$ cat config.mk
export PLATFORM = sky130hd
export DESIGN_NAME = t1_loopback_ctrl
export DESIGN_NICKNAME = d
export VERILOG_FILES = /design/src/rtl/t1lb_pkg.sv /design/src/rtl/t1lb_ctl_reg.sv /design/src/rtl/t1lb_code_watch.sv /design/src/rtl/t1lb_persist.sv /design/src/rtl/t1lb_path_sel.sv /design/src/rtl/t1_loopback_ctrl.sv
export SDC_FILE = /design/constraint.sdc
export NUM_CORES = 1
export LEC_CHECK = 0
export ABC_AREA = 1
export CAP_MARGIN = 20
export CELL_PAD_IN_SITES_DETAIL_PLACEMENT = 0
export CELL_PAD_IN_SITES_GLOBAL_PLACEMENT = 1
export CORE_ASPECT_RATIO = 1.1
export CORE_MARGIN = 3
export CORE_UTILIZATION = 53
export CTS_BUF_LIST = sky130_fd_sc_hd__clkbuf_8
export DETAILED_ROUTE_END_ITERATION = 6
export DONT_BUFFER_PORTS = 1
export PLACE_DENSITY = 0.87
export RECOVER_POWER = 25
export SYNTH_ARGS = -nofsm -noshare
export SYNTH_HDL_FRONTEND = slang
export SYNTH_SLANG_ARGS = --single-unit
$ cat constraint.sdc
create_clock -name clk -period 5.6 [get_ports clk]
set_clock_uncertainty 0.15 [all_clocks]
set_input_delay 1.12 -clock clk [delete_from_list [all_inputs] [get_ports clk]]
set_output_delay 1.12 -clock clk [all_outputs]
set_load 0.02 [all_outputs]
$ cat src/rtl/t1lb_pkg.sv
package t1lb_pkg;

  typedef enum logic [1:0] {
    TXS_PASS  = 2'd0,
    TXS_ONES  = 2'd1,
    TXS_RECOV = 2'd2
  } tx_sel_e;

  localparam logic [2:0] ARM_SET = 3'b111;
  localparam logic [2:0] ARM_CLR = 3'b000;

  // True when exactly one of the lowest len bits of win is set.
  function automatic logic single_one(input logic [7:0] win, input int unsigned len);
    int unsigned n;
    n = 0;
    for (int unsigned i = 0; i < 8; i++) begin
      if (i < len && win[i]) n++;
    end
    return (n == 1);
  endfunction

endpackage

$ cat src/rtl/t1lb_ctl_reg.sv
module t1lb_ctl_reg
  import t1lb_pkg::*;
(
  input  logic clk,
  input  logic rst_n,
  input  logic we,
  input  logic wr_taos,
  input  logic wr_lloop,
  input  logic wr_rloop,
  output logic cr_taos,
  output logic cr_lloop,
  output logic cr_rloop,
  output logic armed,
  output logic arm_evt,
  output logic reset_req
);

  logic [2:0] wr_code;
  logic       seen_set_q;

  assign wr_code = {wr_taos, wr_lloop, wr_rloop};
  assign arm_evt = we && seen_set_q && (wr_code == ARM_CLR);

  always_ff @(posedge clk or negedge rst_n) begin
    if (!rst_n) begin
      cr_taos    <= 1'b0;
      cr_lloop   <= 1'b0;
      cr_rloop   <= 1'b0;
      seen_set_q <= 1'b0;
      armed      <= 1'b0;
      reset_req  <= 1'b0;
    end else begin
      reset_req <= we && wr_lloop && wr_rloop && !wr_taos;
      if (we) begin
        cr_taos    <= wr_taos;
        cr_lloop   <= wr_lloop;
        cr_rloop   <= wr_rloop;
        seen_set_q <= (wr_code == ARM_SET);
      end
      if (arm_evt) armed <= 1'b1;
      else if (cr_rloop) armed <= 1'b0;
    end
  end

endmodule

$ cat src/rtl/t1lb_code_watch.sv
module t1lb_code_watch
  import t1lb_pkg::*;
#(
  parameter int unsigned EN_LEN  = 5,
  parameter int unsigned DIS_LEN = 3
) (
  input  logic clk,
  input  logic rst_n,
  input  logic clear,
  input  logic take,
  input  logic bit_in,
  output logic en_match,
  output logic dis_match
);

  localparam int unsigned HW = EN_LEN - 1;

  logic [HW-1:0]     hist_q;
  logic [EN_LEN-1:0] win;
  logic [7:0]        win8;

  // win[0] is the newest bit
  assign win       = {hist_q, bit_in};
  assign win8      = 8'(win);
  assign en_match  = single_one(win8, EN_LEN);
  assign dis_match = single_one(win8, DIS_LEN);

  always_ff @(posedge clk or negedge rst_n) begin
    if (!rst_n)     hist_q <= '0;
    else if (clear) hist_q <= '0;
    else if (take)  hist_q <= win[HW-1:0];
  end

endmodule

$ cat src/rtl/t1lb_persist.sv
module t1lb_persist #(
  parameter int unsigned QUAL_BITS = 7_720_000,
  parameter int unsigned WIN_BITS  = 1000,
  parameter int unsigned ERR_MAX   = 5
) (
  input  logic clk,
  input  logic rst_n,
  input  logic clear,
  input  logic take,
  input  logic match,
  output logic restart,
  output logic qual
);

  localparam int unsigned RW = $clog2(QUAL_BITS + 1);
  localparam int unsigned WW = $clog2(WIN_BITS + 1);
  localparam int unsigned EW = $clog2(ERR_MAX + 2);
  localparam logic [RW-1:0] RUN_LAST = RW'(QUAL_BITS - 1);
  localparam logic [WW-1:0] WIN_LAST = WW'(WIN_BITS - 1);
  localparam logic [EW-1:0] ERR_LIM  = EW'(ERR_MAX);

  logic [RW-1:0] run_q;
  logic [WW-1:0] win_q;
  logic [EW-1:0] err_q;
  logic          last_bit;

  assign last_bit = (run_q == RUN_LAST);
  assign restart  = take && !match && (err_q == ERR_LIM);
  assign qual     = take && !restart && last_bit;

  always_ff @(posedge clk or negedge rst_n) begin
    if (!rst_n) begin
      run_q <= '0;
      win_q <= '0;
      err_q <= '0;
    end else if (clear || (take && (restart || last_bit))) begin
      run_q <= '0;
      win_q <= '0;
      err_q <= '0;
    end else if (take) begin
      run_q <= run_q + 1'b1;
      if (win_q == WIN_LAST) begin
        win_q <= '0;
        err_q <= '0;
      end else begin
        win_q <= win_q + 1'b1;
        err_q <= err_q + {{(EW-1){1'b0}}, ~match};
      end
    end
  end

endmodule

$ cat src/rtl/t1lb_path_sel.sv
module t1lb_path_sel
  import t1lb_pkg::*;
(
  input  logic       cr_taos,
  input  logic       cr_lloop,
  input  logic       remote,
  input  logic       tx_clk,
  input  logic       tx_data,
  input  logic       rx_clk,
  input  logic       rx_data,
  output logic [1:0] line_tx_sel,
  output logic       line_tx_clk,
  output logic       line_tx_data,
  output logic       rcv_sel,
  output logic       rcv_clk,
  output logic       rcv_data
);

  tx_sel_e sel;

  always_comb begin
    if (remote)       sel = TXS_RECOV;
    else if (cr_taos) sel = TXS_ONES;
    else              sel = TXS_PASS;
  end

  always_comb begin
    unique case (sel)
      TXS_RECOV: begin line_tx_clk = rx_clk; line_tx_data = rx_data; end
      TXS_ONES:  begin line_tx_clk = tx_clk; line_tx_data = 1'b1;    end
      default:   begin line_tx_clk = tx_clk; line_tx_data = tx_data; end
    endcase
  end

  assign line_tx_sel = sel;
  assign rcv_sel     = cr_lloop;
  assign rcv_clk     = cr_lloop ? tx_clk  : rx_clk;
  assign rcv_data    = cr_lloop ? tx_data : rx_data;

endmodule

$ cat src/rtl/t1_loopback_ctrl.sv
module t1_loopback_ctrl
  import t1lb_pkg::*;
#(
  parameter int unsigned QUAL_BITS = 7_720_000,
  parameter int unsigned WIN_BITS  = 1000,
  parameter int unsigned ERR_MAX   = 5
) (
  input  logic       clk,
  input  logic       rst_n,
  input  logic       cfg_we,
  input  logic       cfg_taos,
  input  logic       cfg_lloop,
  input  logic       cfg_rloop,
  input  logic       tx_clk,
  input  logic       tx_data,
  input  logic       rx_clk,
  input  logic       rx_data,
  input  logic       rx_bit_en,
  output logic [1:0] line_tx_sel,
  output logic       line_tx_clk,
  output logic       line_tx_data,
  output logic       rcv_sel,
  output logic       rcv_clk,
  output logic       rcv_data,
  output logic       reset_req,
  output logic       nl_armed,
  output logic       nl_active
);

  localparam int unsigned N_CODES = 2;

  logic cr_taos, cr_lloop, cr_rloop;
  logic armed, arm_evt;
  logic bit_take, remote, auto_q;
  logic en_match, dis_match, en_qual, dis_qual;
  logic [N_CODES-1:0] code_match, code_qual, code_restart;

  t1lb_ctl_reg u_ctl (
    .clk       (clk),
    .rst_n     (rst_n),
    .we        (cfg_we),
    .wr_taos   (cfg_taos),
    .wr_lloop  (cfg_lloop),
    .wr_rloop  (cfg_rloop),
    .cr_taos   (cr_taos),
    .cr_lloop  (cr_lloop),
    .cr_rloop  (cr_rloop),
    .armed     (armed),
    .arm_evt   (arm_evt),
    .reset_req (reset_req)
  );

  assign bit_take = rx_bit_en && armed && !cr_lloop;

  t1lb_code_watch #(.EN_LEN(5), .DIS_LEN(3)) u_watch (
    .clk       (clk),
    .rst_n     (rst_n),
    .clear     (!armed),
    .take      (bit_take),
    .bit_in    (rx_data),
    .en_match  (en_match),
    .dis_match (dis_match)
  );

  assign code_match = {dis_match, en_match};

  for (genvar g = 0; g < N_CODES; g++) begin : g_code
    t1lb_persist #(
      .QUAL_BITS (QUAL_BITS),
      .WIN_BITS  (WIN_BITS),
      .ERR_MAX   (ERR_MAX)
    ) u_persist (
      .clk     (clk),
      .rst_n   (rst_n),
      .clear   (!armed),
      .take    (bit_take),
      .match   (code_match[g]),
      .restart (code_restart[g]),
      .qual    (code_qual[g])
    );
  end

  assign en_qual  = code_qual[0];
  assign dis_qual = code_qual[1];

  always_ff @(posedge clk or negedge rst_n) begin
    if (!rst_n)                             auto_q <= 1'b0;
    else if (!armed || cr_rloop || dis_qual) auto_q <= 1'b0;
    else if (en_qual)                       auto_q <= 1'b1;
  end

  assign nl_active = auto_q && !cr_lloop;
  assign nl_armed  = armed;
  assign remote    = cr_rloop || nl_active;

  t1lb_path_sel u_path (
    .cr_taos      (cr_taos),
    .cr_lloop     (cr_lloop),
    .remote       (remote),
    .tx_clk       (tx_clk),
    .tx_data      (tx_data),
    .rx_clk       (rx_clk),
    .rx_data      (rx_data),
    .line_tx_sel  (line_tx_sel),
    .line_tx_clk  (line_tx_clk),
    .line_tx_data (line_tx_data),
    .rcv_sel      (rcv_sel),
    .rcv_clk      (rcv_clk),
    .rcv_data     (rcv_data)
  );

endmodule

==> key figures <==
STA
  – Least-Margin Pin Slew: 0.658 ns
  – RSZ-0062 raised after global routing: no
  – Final worst-path cycle share: between 60% and 70%
  – Final critical-path required period: 3.54 ns
  – Setup TNS: 0 ns
  – Slew HR: 55.8%
  – Final-report max-slew violation count: 0
  – Fin. Hold Viols: 0
  – Setup violators final: 0
  – F_max: 283 MHz

Synthesis
  – Top FF cell, synth: dfrtp_1
  – Top cells by count, synth: nand2_1 (187), nor2_1 (86), dfrtp_1 (83)
  – Largest family of logic cells by synthesized area: simple AND/OR/NAND/NOR gates
  – Mux share of post-synthesis cell area: 0%
  – Post-synth top area cell: dfrtp_1
  – Cell area after synthesis: 4940 µm²
  – Sequential share of the synthesized area: between 40 and 50%
  – Synth warn: 0
  – Syn Nets: 682
  – Synth top area share: 42.1%
  – Cells after Synth: 658
  – Post-synth EDFFs: 0
  – Synth top area cells: dfrtp_1 (42%), nand2_1 (14%), nor2_1 (6.5%)
  – XOR/XNOR Fraction of Synth Area: a little under 6%
  – Syn Area/Cell: 7.51 µm²
  – FFs w/ async S/R, synth: 100%
  – Distinct cells, synth: 40
  – Post-Synth Simple-Gate Area: ~35%
  – Synth Area in Compound Gates: approximately 5.5%
  – Post-synthesis adder-cell area fraction: 3.29%
  – Most common cell in the netlist: nand2_1
  – #FFs+latches synth: 83

Setup path
  – CP endpoint: g_code[0].u_persist.err_q[2]
  – CP Capture Type: flip-flop
  – Critical-path top delay cell: ha_1
  – Worst R2R Start: u_watch.hist_q[0]
  – Worst path bufs/invs: 2
  – Worst path cell trace: inv_1 -> ha_1 -> inv_1 -> nand2_1 -> nand2_1 -> ha_1 -> nand2_1 -> nand2_1 -> ha_1 -> or2_2 -> a21oi_2 -> nand2_2 -> ha_1 -> ha_1 -> xor2_1 -> nand4_1 -> nand2_1
  – Crit. Startpoint: rx_data
  – Stages on the worst setup path: 17
  – Critical path class: primary input to flip-flop
  – Reg2reg end: g_code[0].u_persist.err_q[2]
  – Register-to-Register Path Depth: 17
  – CP max FO: 4
  – CP required: approximately 5.7 ns
  – Critical Path Max Stage Delay: 0.34 ns
  – Worst reg2reg setup slack: 2.45 ns
  – Startpoint Class: primary input
  – Critical path data arrival time: 3.65 ns
  – Critical path's top delay family: adder cells

Clocking
  – Reg clk slew, reported paths: 0.08 ns
  – H-Tree Depth: 3
  – CTS buffer count: 9
  – Post_cts resized: 0
  – CTS tree: done
  – Post-CTS setup repair buffer count: 0
  – CTS sink cnt: 83
  – Root Buffer: clkbuf_8
  – Clock tree buffer depth: 2
  – # hold bufs at CTS: 0
  – Clock latency on the worst-skew pair: 0.36 ns

Floorplan
  – Die Width: about 100 µm
  – Core Region: 8960 µm²
  – Initial Util: between 50% and 60%
  – Placement row count: 36
  – I/O Pins: 21
  – Die Span Y: 107 µm
  – Die Footprint: between 10000 and 15000 µm²

Global routing
  – Vias in the first global route: 4086
  – First-pass GRT wire length: 18300 µm
  – GR Overflow Total: 0
  – Initial antenna violation count: 0
  – Largest net degree at the start of global routing: between 80 and 90
  – Overall routing resource usage: 21.2%

Layout
  – Fill cells: 884
  – Area growth syn-to-layout: 6.03%
  – Final instance area: 5240 µm²
  – Diodes inserted: 0
  – Ratio of cells with drive above 1 in the final layout: 7.85%
  – Final non-filler cell total: 776
  – Final net count: 681

Place
  – Final GP Congestion: 0.867
  – Dpl cells: 760
  – Placed cell area: ~5000 µm²
  – Port Buffers: 0
  – DP HPWL: ~7200 µm

Status
  – Status: finished clean

Routing
  – DR pass1 iterations: 4
  – Post-DR vias/cell: 5.28
  – WL per Instance: 13.2 µm
  – Antenna-violating nets left: 0
  – Remaining routing DRC violations: 0
  – Initial drt markers: 210
  – DRT Wirelength: 10200 µm
  – Via count: 4097

Power and ir drop
  – Power Density: 216 nW/µm²
  – Leak pwr: 2.31 nW
  – VDD IR max: between 0.1 and 0.15 mV

Job
  – Max cap viols: 0

Hold path
  – HP Class: primary input to async pin
report_power, final:
part / switching, mW / leakage (nW) / total [mW] / internal [mW]
combinational: 0.0251 / 1.05 / 0.0331 / 0.00799
clock: 0.225 / 0.108 / 0.489 / 0.263
sequential: 0.00493 / 1.15 / 0.607 / 0.602
total: 0.256 / 2.31 / 1.13 / 0.873
sequential cells by signal (all words and copies together) (netlist names):
signal and flops:
g_code.u_persist.win_q 20, g_code.u_persist.err_q 6, u_ctl.cr_rloop 1, u_ctl.seen_set_q 1
u_ctl.armed 1, u_ctl.cr_taos 1, u_ctl.reset_req 1, auto_q 1
g_code.u_persist.run_q 46, u_watch.hist_q 4, u_ctl.cr_lloop 1
layout by cell type (no fill, tap or decap), types with 4 or more instances in the layout:
cell type,synthesis,routed
a21oi_1,13,13
clkbuf_8,0,10
dfrtp_1,83,83
ha_1,13,13
inv_1,74,74
inv_2,5,5
nand2_1,187,187
nand2_2,5,5
nand3_1,35,35
nand4_1,30,30
nor2_1,86,86
nor2_2,5,5
nor2_4,4,4
nor3_1,16,16
nor4_1,4,4
o21ai_0,20,20
o22ai_1,4,4
xnor2_1,4,4
xor2_1,29,29
logic make-up (layout without fill, tap and decap cells):
group	count (synthesis)	after routing
adder cells (fa/ha/maj)	13	13
AND/OR/NAND/NOR	387	387
XOR/XNOR	33	33
AO/OA/AOI/OAI	48	48
buffers and inverters	94	98
flip-flops	83	83
layer usage:
layer / vias to the layer above / part of all wire [%] / track usage (%)
met4: 0 / 1.4 / 7.32
met1: 1944 / 47 / 27.2
met3: 13 / 2.7 / 4.36
met5: - / 0 / 0
met2: 36 / 49 / 35.7
li1: 2104 / - / -
layout make-up:
type,instances,area (µm²),share of cell area [%]
Timing Repair Buffer,2,15.0,0.287
Tap cell,114,143,2.72
Clock inverter,6,88.8,1.70
Multi-Input combinational cell,481,2470,47.3
Clock buffer,10,138,2.63
Sequential cell,83,2080,39.7
Inverter,80,300,5.73
worst min-delay path by stage:
stage                                             from                            end  slack [ns]  cells past startpoint
final                                            rst_n   g_code[0].u_persist.run_q[5]        0.29                      0
after global routing                             rst_n  g_code[0].u_persist.run_q[16]        0.25                      0
after CTS                                        rst_n  g_code[0].u_persist.run_q[16]        0.27                      0
after detailed placement  g_code[1].u_persist.err_q[1]   g_code[1].u_persist.err_q[1]        0.35                      2
after global placement    g_code[0].u_persist.win_q[7]   g_code[0].u_persist.win_q[7]        0.34                      2
after floorplan           g_code[0].u_persist.win_q[7]   g_code[0].u_persist.win_q[7]        0.32                      2
stage by stage:
step                      power, mW  util (%)  hold WS [ns]  setup WS, ns
after floorplan               0.648         -         0.315          1.86
after global placement        0.652      55.9         0.340          1.77
after detailed placement      0.653      55.9         0.349          1.67
after CTS                      1.14      58.4         0.268          2.08
after global routing           1.18      58.4         0.252          1.87
final                          1.13      58.4         0.290          2.06
Note: power is estimated with default switching activity, not from simulation.
